==> src/rtl/ebb_pkg.sv <==
package ebb_pkg;

    typedef enum logic {
        DIR_DOWN = 1'b0,
        DIR_UP   = 1'b1
    } bus_dir_e;

    typedef enum logic [1:0] {
        PICK_NONE = 2'd0,
        PICK_MAP  = 2'd1,
        PICK_RDO  = 2'd2
    } arb_pick_e;

    typedef struct packed {
        logic      go;
        bus_dir_e  dir;
        arb_pick_e pick;
    } arb_decision_t;

    function automatic int unsigned wrap_inc(int unsigned v, int unsigned lim);
        return (v + 1 >= lim) ? 0 : v + 1;
    endfunction

endpackage

==> src/rtl/emb_holdoff_gate.sv <==
module emb_holdoff_gate #(
    parameter int HOLD_W = 6,
    parameter int CNT_W  = 16
) (
    input  logic              clk,
    input  logic              rst,
    input  logic              trig_i,
    input  logic [HOLD_W-1:0] hold_len_i,
    input  logic              full_i,
    output logic              accept_o,
    output logic [CNT_W-1:0]  rej_count_o
);
    logic [HOLD_W-1:0] hold_cnt_q;
    logic              holding;
    logic              refuse;

    assign holding  = (hold_cnt_q != '0);
    assign accept_o = trig_i && !holding && !full_i;
    assign refuse   = trig_i && !accept_o;

    always_ff @(posedge clk) begin
        if (rst) begin
            hold_cnt_q <= '0;
        end else if (accept_o) begin
            hold_cnt_q <= hold_len_i;
        end else if (holding) begin
            hold_cnt_q <= hold_cnt_q - 1'b1;
        end
    end

    always_ff @(posedge clk) begin
        if (rst) begin
            rej_count_o <= '0;
        end else if (refuse && (rej_count_o != '1)) begin
            rej_count_o <= rej_count_o + 1'b1;
        end
    end

    // a non-zero holdoff blocks the very next cycle
    assert_holdoff_R2: assert property (@(posedge clk) disable iff (rst)
        (accept_o && hold_len_i != '0) |=> !accept_o);

    // no trigger, no change in the refused count
    assert_rej_stable_R4: assert property (@(posedge clk) disable iff (rst)
        !trig_i |=> $stable(rej_count_o));

endmodule

==> src/rtl/emb_slot_fifo.sv <==
module emb_slot_fifo #(
    parameter int DEPTH  = 4,
    parameter int MAP_W  = 32,
    parameter int SLOT_W = $clog2(DEPTH)
) (
    input  logic              clk,
    input  logic              rst,
    input  logic              wr_en_i,
    input  logic [MAP_W-1:0]  wr_map_i,
    input  logic              send_i,
    input  logic              retire_i,
    output logic              full_o,
    output logic              send_pending_o,
    output logic [MAP_W-1:0]  send_map_o,
    output logic [SLOT_W-1:0] send_slot_o
);
    import ebb_pkg::*;

    localparam int OCC_W = $clog2(DEPTH + 1);

    logic [MAP_W-1:0]  map_mem [DEPTH];
    logic [SLOT_W-1:0] wr_ptr_q, snd_ptr_q, ret_ptr_q;
    logic [OCC_W-1:0]  occ_q, unsent_q;
    logic              retire_ok;

    assign full_o         = (occ_q == OCC_W'(DEPTH));
    assign send_pending_o = (unsent_q != '0);
    assign retire_ok      = retire_i && (occ_q != unsent_q);
    assign send_map_o     = map_mem[snd_ptr_q];
    assign send_slot_o    = snd_ptr_q;

    for (genvar i = 0; i < DEPTH; i++) begin : g_slot
        always_ff @(posedge clk) begin
            if (rst) begin
                map_mem[i] <= '0;
            end else if (wr_en_i && (wr_ptr_q == SLOT_W'(i))) begin
                map_mem[i] <= wr_map_i;
            end
        end
    end

    always_ff @(posedge clk) begin
        if (rst) begin
            wr_ptr_q  <= '0;
            snd_ptr_q <= '0;
            ret_ptr_q <= '0;
            occ_q     <= '0;
            unsent_q  <= '0;
        end else begin
            if (wr_en_i) begin
                wr_ptr_q <= SLOT_W'(wrap_inc(32'(wr_ptr_q), DEPTH));
            end
            if (send_i) begin
                snd_ptr_q <= SLOT_W'(wrap_inc(32'(snd_ptr_q), DEPTH));
            end
            if (retire_ok) begin
                ret_ptr_q <= SLOT_W'(wrap_inc(32'(ret_ptr_q), DEPTH));
            end
            occ_q    <= occ_q + OCC_W'(wr_en_i) - OCC_W'(retire_ok);
            unsent_q <= unsent_q + OCC_W'(wr_en_i) - OCC_W'(send_i);
        end
    end

    // a write never lands on a full buffer
    assert_no_overflow_R3: assert property (@(posedge clk) disable iff (rst)
        full_o |-> !wr_en_i);

    // occupancy never exceeds the slot count
    assert_occ_bound_R3: assert property (@(posedge clk) disable iff (rst)
        occ_q <= OCC_W'(DEPTH));

    // the arbiter only takes a map that is waiting
    assert_send_has_map_R5: assert property (@(posedge clk) disable iff (rst)
        send_i |-> send_pending_o);

    // the release pointer never passes the send pointer
    assert_retire_after_send_R6: assert property (@(posedge clk) disable iff (rst)
        unsent_q <= occ_q);

endmodule

==> src/rtl/emb_bus_arbiter.sv <==
module emb_bus_arbiter #(
    parameter int MAP_W  = 32,
    parameter int SLOT_W = 2
) (
    input  logic              clk,
    input  logic              rst,
    input  logic              map_req_i,
    input  logic [MAP_W-1:0]  map_i,
    input  logic [SLOT_W-1:0] tag_i,
    input  logic              rd_req_i,
    input  logic              rd_last_i,
    input  logic [MAP_W-1:0]  rd_data_i,
    output logic              map_take_o,
    output logic              rd_gnt_o,
    output logic              bus_valid_o,
    output logic              bus_dir_o,
    output logic [MAP_W-1:0]  bus_data_o,
    output logic [SLOT_W-1:0] bus_tag_o
);
    import ebb_pkg::*;

    bus_dir_e      dir_q;
    logic          used_q;
    logic          burst_q;
    arb_decision_t dec;

    always_comb begin
        dec.pick = PICK_NONE;
        if (burst_q) begin
            if (rd_req_i) dec.pick = PICK_RDO;
        end else if (map_req_i) begin
            dec.pick = PICK_MAP;
        end else if (rd_req_i) begin
            dec.pick = PICK_RDO;
        end
        dec.dir = (dec.pick == PICK_RDO) ? DIR_UP : DIR_DOWN;
        dec.go  = !rst && (dec.pick != PICK_NONE) && ((dec.dir == dir_q) || !used_q);
    end

    assign map_take_o  = dec.go && (dec.pick == PICK_MAP);
    assign rd_gnt_o    = dec.go && (dec.pick == PICK_RDO);
    assign bus_valid_o = dec.go;
    assign bus_dir_o   = dec.go ? logic'(dec.dir) : logic'(dir_q);
    assign bus_data_o  = rd_gnt_o ? rd_data_i : (map_take_o ? map_i : '0);
    assign bus_tag_o   = map_take_o ? tag_i : '0;

    always_ff @(posedge clk) begin
        if (rst) begin
            dir_q   <= DIR_DOWN;
            used_q  <= 1'b0;
            burst_q <= 1'b0;
        end else begin
            used_q <= dec.go;
            if (dec.go) dir_q <= dec.dir;
            if (rd_gnt_o) burst_q <= !rd_last_i;
        end
    end

    // back-to-back transfers keep one direction
    assert_turnaround_R9: assert property (@(posedge clk) disable iff (rst)
        (bus_valid_o && $past(bus_valid_o)) |-> (bus_dir_o == $past(bus_dir_o)));

    // a cycle carries at most one owner
    assert_one_owner_R8: assert property (@(posedge clk) disable iff (rst)
        !(map_take_o && rd_gnt_o));

    // after a granted non-final word the next readout word is not blocked by a map
    assert_burst_hold_R10: assert property (@(posedge clk) disable iff (rst)
        (rd_gnt_o && !rd_last_i) |=> !map_take_o);

endmodule

==> src/rtl/event_map_buffer.sv <==
module event_map_buffer #(
    parameter int DEPTH  = 4,
    parameter int MAP_W  = 32,
    parameter int HOLD_W = 6,
    parameter int CNT_W  = 16,
    parameter int SLOT_W = $clog2(DEPTH)
) (
    input  logic              clk,
    input  logic              rst,
    input  logic              trig_i,
    input  logic [MAP_W-1:0]  trig_map_i,
    input  logic [HOLD_W-1:0] holdoff_i,
    output logic              busy_o,
    output logic [CNT_W-1:0]  rej_count_o,
    input  logic              seq_done_i,
    input  logic              rd_req_i,
    input  logic              rd_last_i,
    input  logic [MAP_W-1:0]  rd_data_i,
    output logic              rd_gnt_o,
    output logic              bus_valid_o,
    output logic              bus_dir_o,
    output logic [MAP_W-1:0]  bus_data_o,
    output logic [SLOT_W-1:0] bus_tag_o
);
    logic              full;
    logic              accept;
    logic              send_pending;
    logic              map_take;
    logic [MAP_W-1:0]  send_map;
    logic [SLOT_W-1:0] send_slot;

    assign busy_o = full;

    emb_holdoff_gate #(.HOLD_W(HOLD_W), .CNT_W(CNT_W)) u_gate (
        .clk         (clk),
        .rst         (rst),
        .trig_i      (trig_i),
        .hold_len_i  (holdoff_i),
        .full_i      (full),
        .accept_o    (accept),
        .rej_count_o (rej_count_o)
    );

    emb_slot_fifo #(.DEPTH(DEPTH), .MAP_W(MAP_W), .SLOT_W(SLOT_W)) u_fifo (
        .clk            (clk),
        .rst            (rst),
        .wr_en_i        (accept),
        .wr_map_i       (trig_map_i),
        .send_i         (map_take),
        .retire_i       (seq_done_i),
        .full_o         (full),
        .send_pending_o (send_pending),
        .send_map_o     (send_map),
        .send_slot_o    (send_slot)
    );

    emb_bus_arbiter #(.MAP_W(MAP_W), .SLOT_W(SLOT_W)) u_arb (
        .clk         (clk),
        .rst         (rst),
        .map_req_i   (send_pending),
        .map_i       (send_map),
        .tag_i       (send_slot),
        .rd_req_i    (rd_req_i),
        .rd_last_i   (rd_last_i),
        .rd_data_i   (rd_data_i),
        .map_take_o  (map_take),
        .rd_gnt_o    (rd_gnt_o),
        .bus_valid_o (bus_valid_o),
        .bus_dir_o   (bus_dir_o),
        .bus_data_o  (bus_data_o),
        .bus_tag_o   (bus_tag_o)
    );

    // a trigger seen while busy leaves busy asserted or the count grows
    assert_busy_refuse_R3: assert property (@(posedge clk) disable iff (rst)
        (busy_o && trig_i && !seq_done_i) |=> busy_o);

endmodule

==> config.mk <==
export PLATFORM = sky130hd
export DESIGN_NAME = event_map_buffer
export DESIGN_NICKNAME = d
export VERILOG_FILES = /design/src/rtl/ebb_pkg.sv /design/src/rtl/emb_holdoff_gate.sv /design/src/rtl/emb_slot_fifo.sv /design/src/rtl/emb_bus_arbiter.sv /design/src/rtl/event_map_buffer.sv
export SDC_FILE = /design/constraint.sdc
export NUM_CORES = 1
export LEC_CHECK = 0
export CAP_MARGIN = 30
export CELL_PAD_IN_SITES_DETAIL_PLACEMENT = 0
export CELL_PAD_IN_SITES_GLOBAL_PLACEMENT = 1
export CORE_ASPECT_RATIO = 0.7
export CORE_MARGIN = 5
export CORE_UTILIZATION = 49
export CTS_BUF_LIST = sky130_fd_sc_hd__clkbuf_8
export CTS_CLUSTER_SIZE = 28
export DETAILED_ROUTE_END_ITERATION = 16
export PLACE_DENSITY = 0.94
export SETUP_SLACK_MARGIN = 0.5
export SYNTH_ARGS = -nofsm -noshare
export SYNTH_HDL_FRONTEND = slang
export SYNTH_SLANG_ARGS = --single-unit
export TNS_END_PERCENT = 100
==> constraint.sdc <==
create_clock -name clk -period 8.1 [get_ports clk]
set_input_delay 1.62 -clock clk [delete_from_list [all_inputs] [get_ports clk]]
set_output_delay 1.62 -clock clk [all_outputs]
set_load 0.02 [all_outputs]
==> impl_metrics.json <==
{
  "arrival_ns": 4.78,
  "setup_viol": 0,
  "slew_headroom_pct": 36.8,
  "layout-drive-gt1-share_pct": 13.4,
  "rr_endpoint": "u_fifo.unsent_q[2]",
  "r2r_cells": 13,
  "io_pins": 130,
  "min_to": "u_gate.rej_count_o[0]",
  "die_w_um": 163,
  "cts_root_buf": "clkbuf_8",
  "rrSetupSlack_ns": 4.78,
  "peakVddDrop_uv": 153,
  "synth_area_per_cell_um2": 13.7,
  "coreArea_mm2": 0.0162,
  "synth_warnings": 0,
  "rsz0062_at_grt": "false",
  "cts_num_sinks": 165,
  "cts_setup_buffers": 0,
  "drc": 0,
  "gp_congestion": 0.863,
  "yosysSeqAreaShare_pct": 57.1,
  "critPathLaunchType": "input pin",
  "grt_max_degree": 33,
  "synth.distinct_cells": 54,
  "portBuffers": 129,
  "synth_fp_nets": 675,
  "grt.total_usage_pct": 19.4,
  "antennaDiodeCount": 0,
  "post_cts_resized": 0,
  "cts_tree": "done",
  "crit_type": "in2out",
  "final_area_mm2": 0.00985,
  "grt_pass1_wl_um": 27900,
  "antenna_found_initial": 0,
  "dr.pass1.iters": 5,
  "min_path_type": "reg2reg",
  "synth_seq_cells": 165,
  "synth_area_mm2": 0.00803,
  "synth_ff_type": "edfxtp_1",
  "grt_pass1_vias": 5214,
  "fp-row-count": 39,
  "num_vias": 5132,
  "clk_pin_slew_ns": 0.09,
  "fmaxAchievable_mhz": 156,
  "instances_no_fill": 940,
  "cp_max_fo": 18,
  "clockBufferDepth": 2,
  "area_growth_pct": 22.6,
  "whs_ns": 0.542,
  "post_dp_cell_area_mm2": 0.00940,
  "async_flop_share_pct": 0,
  "grt_overflow": 0,
  "cts_buffers": 17,
  "drtIter0Drc": 369,
  "wire_per_inst_um": 19.3,
  "antenna_left": 0,
  "worst_pin_slew_ns": 0.944,
  "dp.final_hpwl_um": 11500,
  "start_util_pct": 49.6,
  "cp-end-kind": "output port",
  "cp_data_required_time_ns": 6.48,
  "htreeDepth": 4,
  "cap_violations": 0,
  "layout_worst_path_cycle_share_pct": 79.0,
  "fin_crit_ns": 6.40,
  "p_per_area_mw_per_mm2": 256,
  "p_total_w": 0.00252,
  "finalHoldViolCount": 0,
  "synthCells": 585,
  "cellLeakagePower_nw": 3.54,
  "design.die.area_mm2": 0.0191,
  "wl_um": 18100,
  "die-height_um": 117,
  "synth_edf_count": 128,
  "r2r-start": "u_gate.hold_cnt_q[0]",
  "final.setup_skew_ns": 0.0119,
  "finalSetupTns_ns": 0,
  "final_net_count": 792,
  "placed_cells": 907,
  "vias_per_cell": 5.46,
  "insertion_delay_ns": 0.45,
  "finalMaxSlewViolations": 0,
  "hold_start": "u_gate.rej_count_o[0]",
  "hold_path_depth": 2,
  "status": "completed",
  "cts.hold.buffers_added": 0
}
power breakdown:
| group | switching, W | internal (W) |
|---|---|---|
| clock | 0.000297 | 0.000364 |
| sequential | 0.0000662 | 0.00101 |
| combinational | 0.000397 | 0.000389 |
| total | 0.000760 | 0.00176 |
cell usage after synthesis (all sizes together), types with 3 or more instances:
library cell	number	area share, %
and2	132	10
edfxtp	128	48
dfxtp	37	9.2
a22o	32	3.5
mux4	32	9.0
buf	25	2.7
nor2	21	0.98
nand2	16	0.75
inv	14	0.65
clkbuf	12	0.56
ha	12	1.9
nor2b	11	0.86
nor4	9	0.86
a21oi	8	0.50
mux2	7	0.98
nand4	7	0.55
or2	6	0.47
xor2	6	0.65
mux2i	5	0.62
nor3	5	0.31
and3	4	0.56
nand3	4	0.25
nor3b	4	0.51
o21ai	4	0.25
o311ai	4	0.44
o31ai	4	0.55
o41ai	4	0.44
or4	4	0.37
xnor2	4	0.44
a211oi	3	0.28
a22oi	3	0.28
per-stage QoR:
stage	setup WS [ns]	utilization [%]
floorplan	3.60	-
global placement	1.80	58.0
detailed placement	1.70	58.0
CTS	1.67	60.7
global route	1.53	60.8
finish	1.70	60.8
layout by cell type, fill, tap and decap left out, types with 4 or more instances in the layout:
| master | count |
|---|---|
| and2_1 | 131 |
| nor3_1 | 5 |
| nor4_1 | 7 |
| nand3_1 | 4 |
| buf_4 | 5 |
| clkdlybuf4s50_1 | 129 |
| bufinv_16 | 5 |
| nand2_2 | 4 |
| a21oi_1 | 8 |
| mux2i_1 | 5 |
| or4_1 | 4 |
| dfxtp_1 | 35 |
| and3_4 | 4 |
| clkbuf_8 | 17 |
| nor2b_1 | 11 |
| edfxtp_1 | 128 |
| a22o_1 | 32 |
| o41ai_1 | 4 |
| xor2_1 | 6 |
| o311ai_0 | 4 |
| nand4_1 | 7 |
| mux2_2 | 6 |
| nand2_1 | 12 |
| xnor2_1 | 4 |
| or2_2 | 6 |
| mux4_2 | 32 |
| ha_1 | 12 |
| nor2_1 | 21 |
| inv_1 | 15 |
cell families (layout without fill, tap and decap cells):
logic type,after synthesis,in the layout,synth area share (%)
compound gates,70,70,7.29
xor+xnor,10,10,1.09
fa+ha+maj,14,14,2.37
buf+inv,51,181,3.88
flops,165,165,57.1
mux,44,44,10.6
simple gates,231,231,17.7
area by class of cell:
| cell class | count | area [um2] |
|---|---|---|
| inverter | 14 | 52.6 |
| clock inverter | 15 | 209 |
| multi-input combinational | 369 | 3150 |
| sequential | 165 | 4590 |
| timing repair buffer | 135 | 1340 |
| clock buffer | 17 | 234 |
| tap | 225 | 282 |
| fill | 1283 | 6350 |
worst max-delay path by stage:
stage                     slack, ns  cells after the start              to  start
final                          1.70                      6  bus_data_o[17]    rst
after global routing           1.53                      6  bus_data_o[17]    rst
after CTS                      1.67                      6  bus_data_o[17]    rst
after detailed placement       1.70                      6  bus_data_o[17]    rst
after global placement         1.80                      6  bus_data_o[19]    rst
after floorplan                3.60                      4  bus_data_o[10]    rst
critical path, cell delays in order:
cell and delay (ns):
clkdlybuf4s50_1 0.73, inv_1 0.51, o2111a_1 0.73, buf_4 0.38
a22o_1 0.19, clkdlybuf4s50_1 0.61
routing by layer:
metal	vias to the layer above	track usage, %	wire length, um
met2	147	32.5	8820
met3	17	6.13	1080
met5	-	0	0
met4	0	5.25	188
met1	2558	24.7	8040
li1	2410	-	-
flip-flops by register name, summed over array words and instances (netlist names), named ones only:
name / flops
u_arb.burst_q: 1
u_arb.dir_q: 1
u_arb.used_q: 1
u_fifo.map_mem: 128
u_fifo.occ_q: 3
u_fifo.send_slot_o: 2
u_fifo.unsent_q: 3
u_fifo.wr_ptr_q: 2
u_gate.hold_cnt_q: 6
u_gate.rej_count_o: 16
Note: power is estimated with default switching activity, not from simulation.
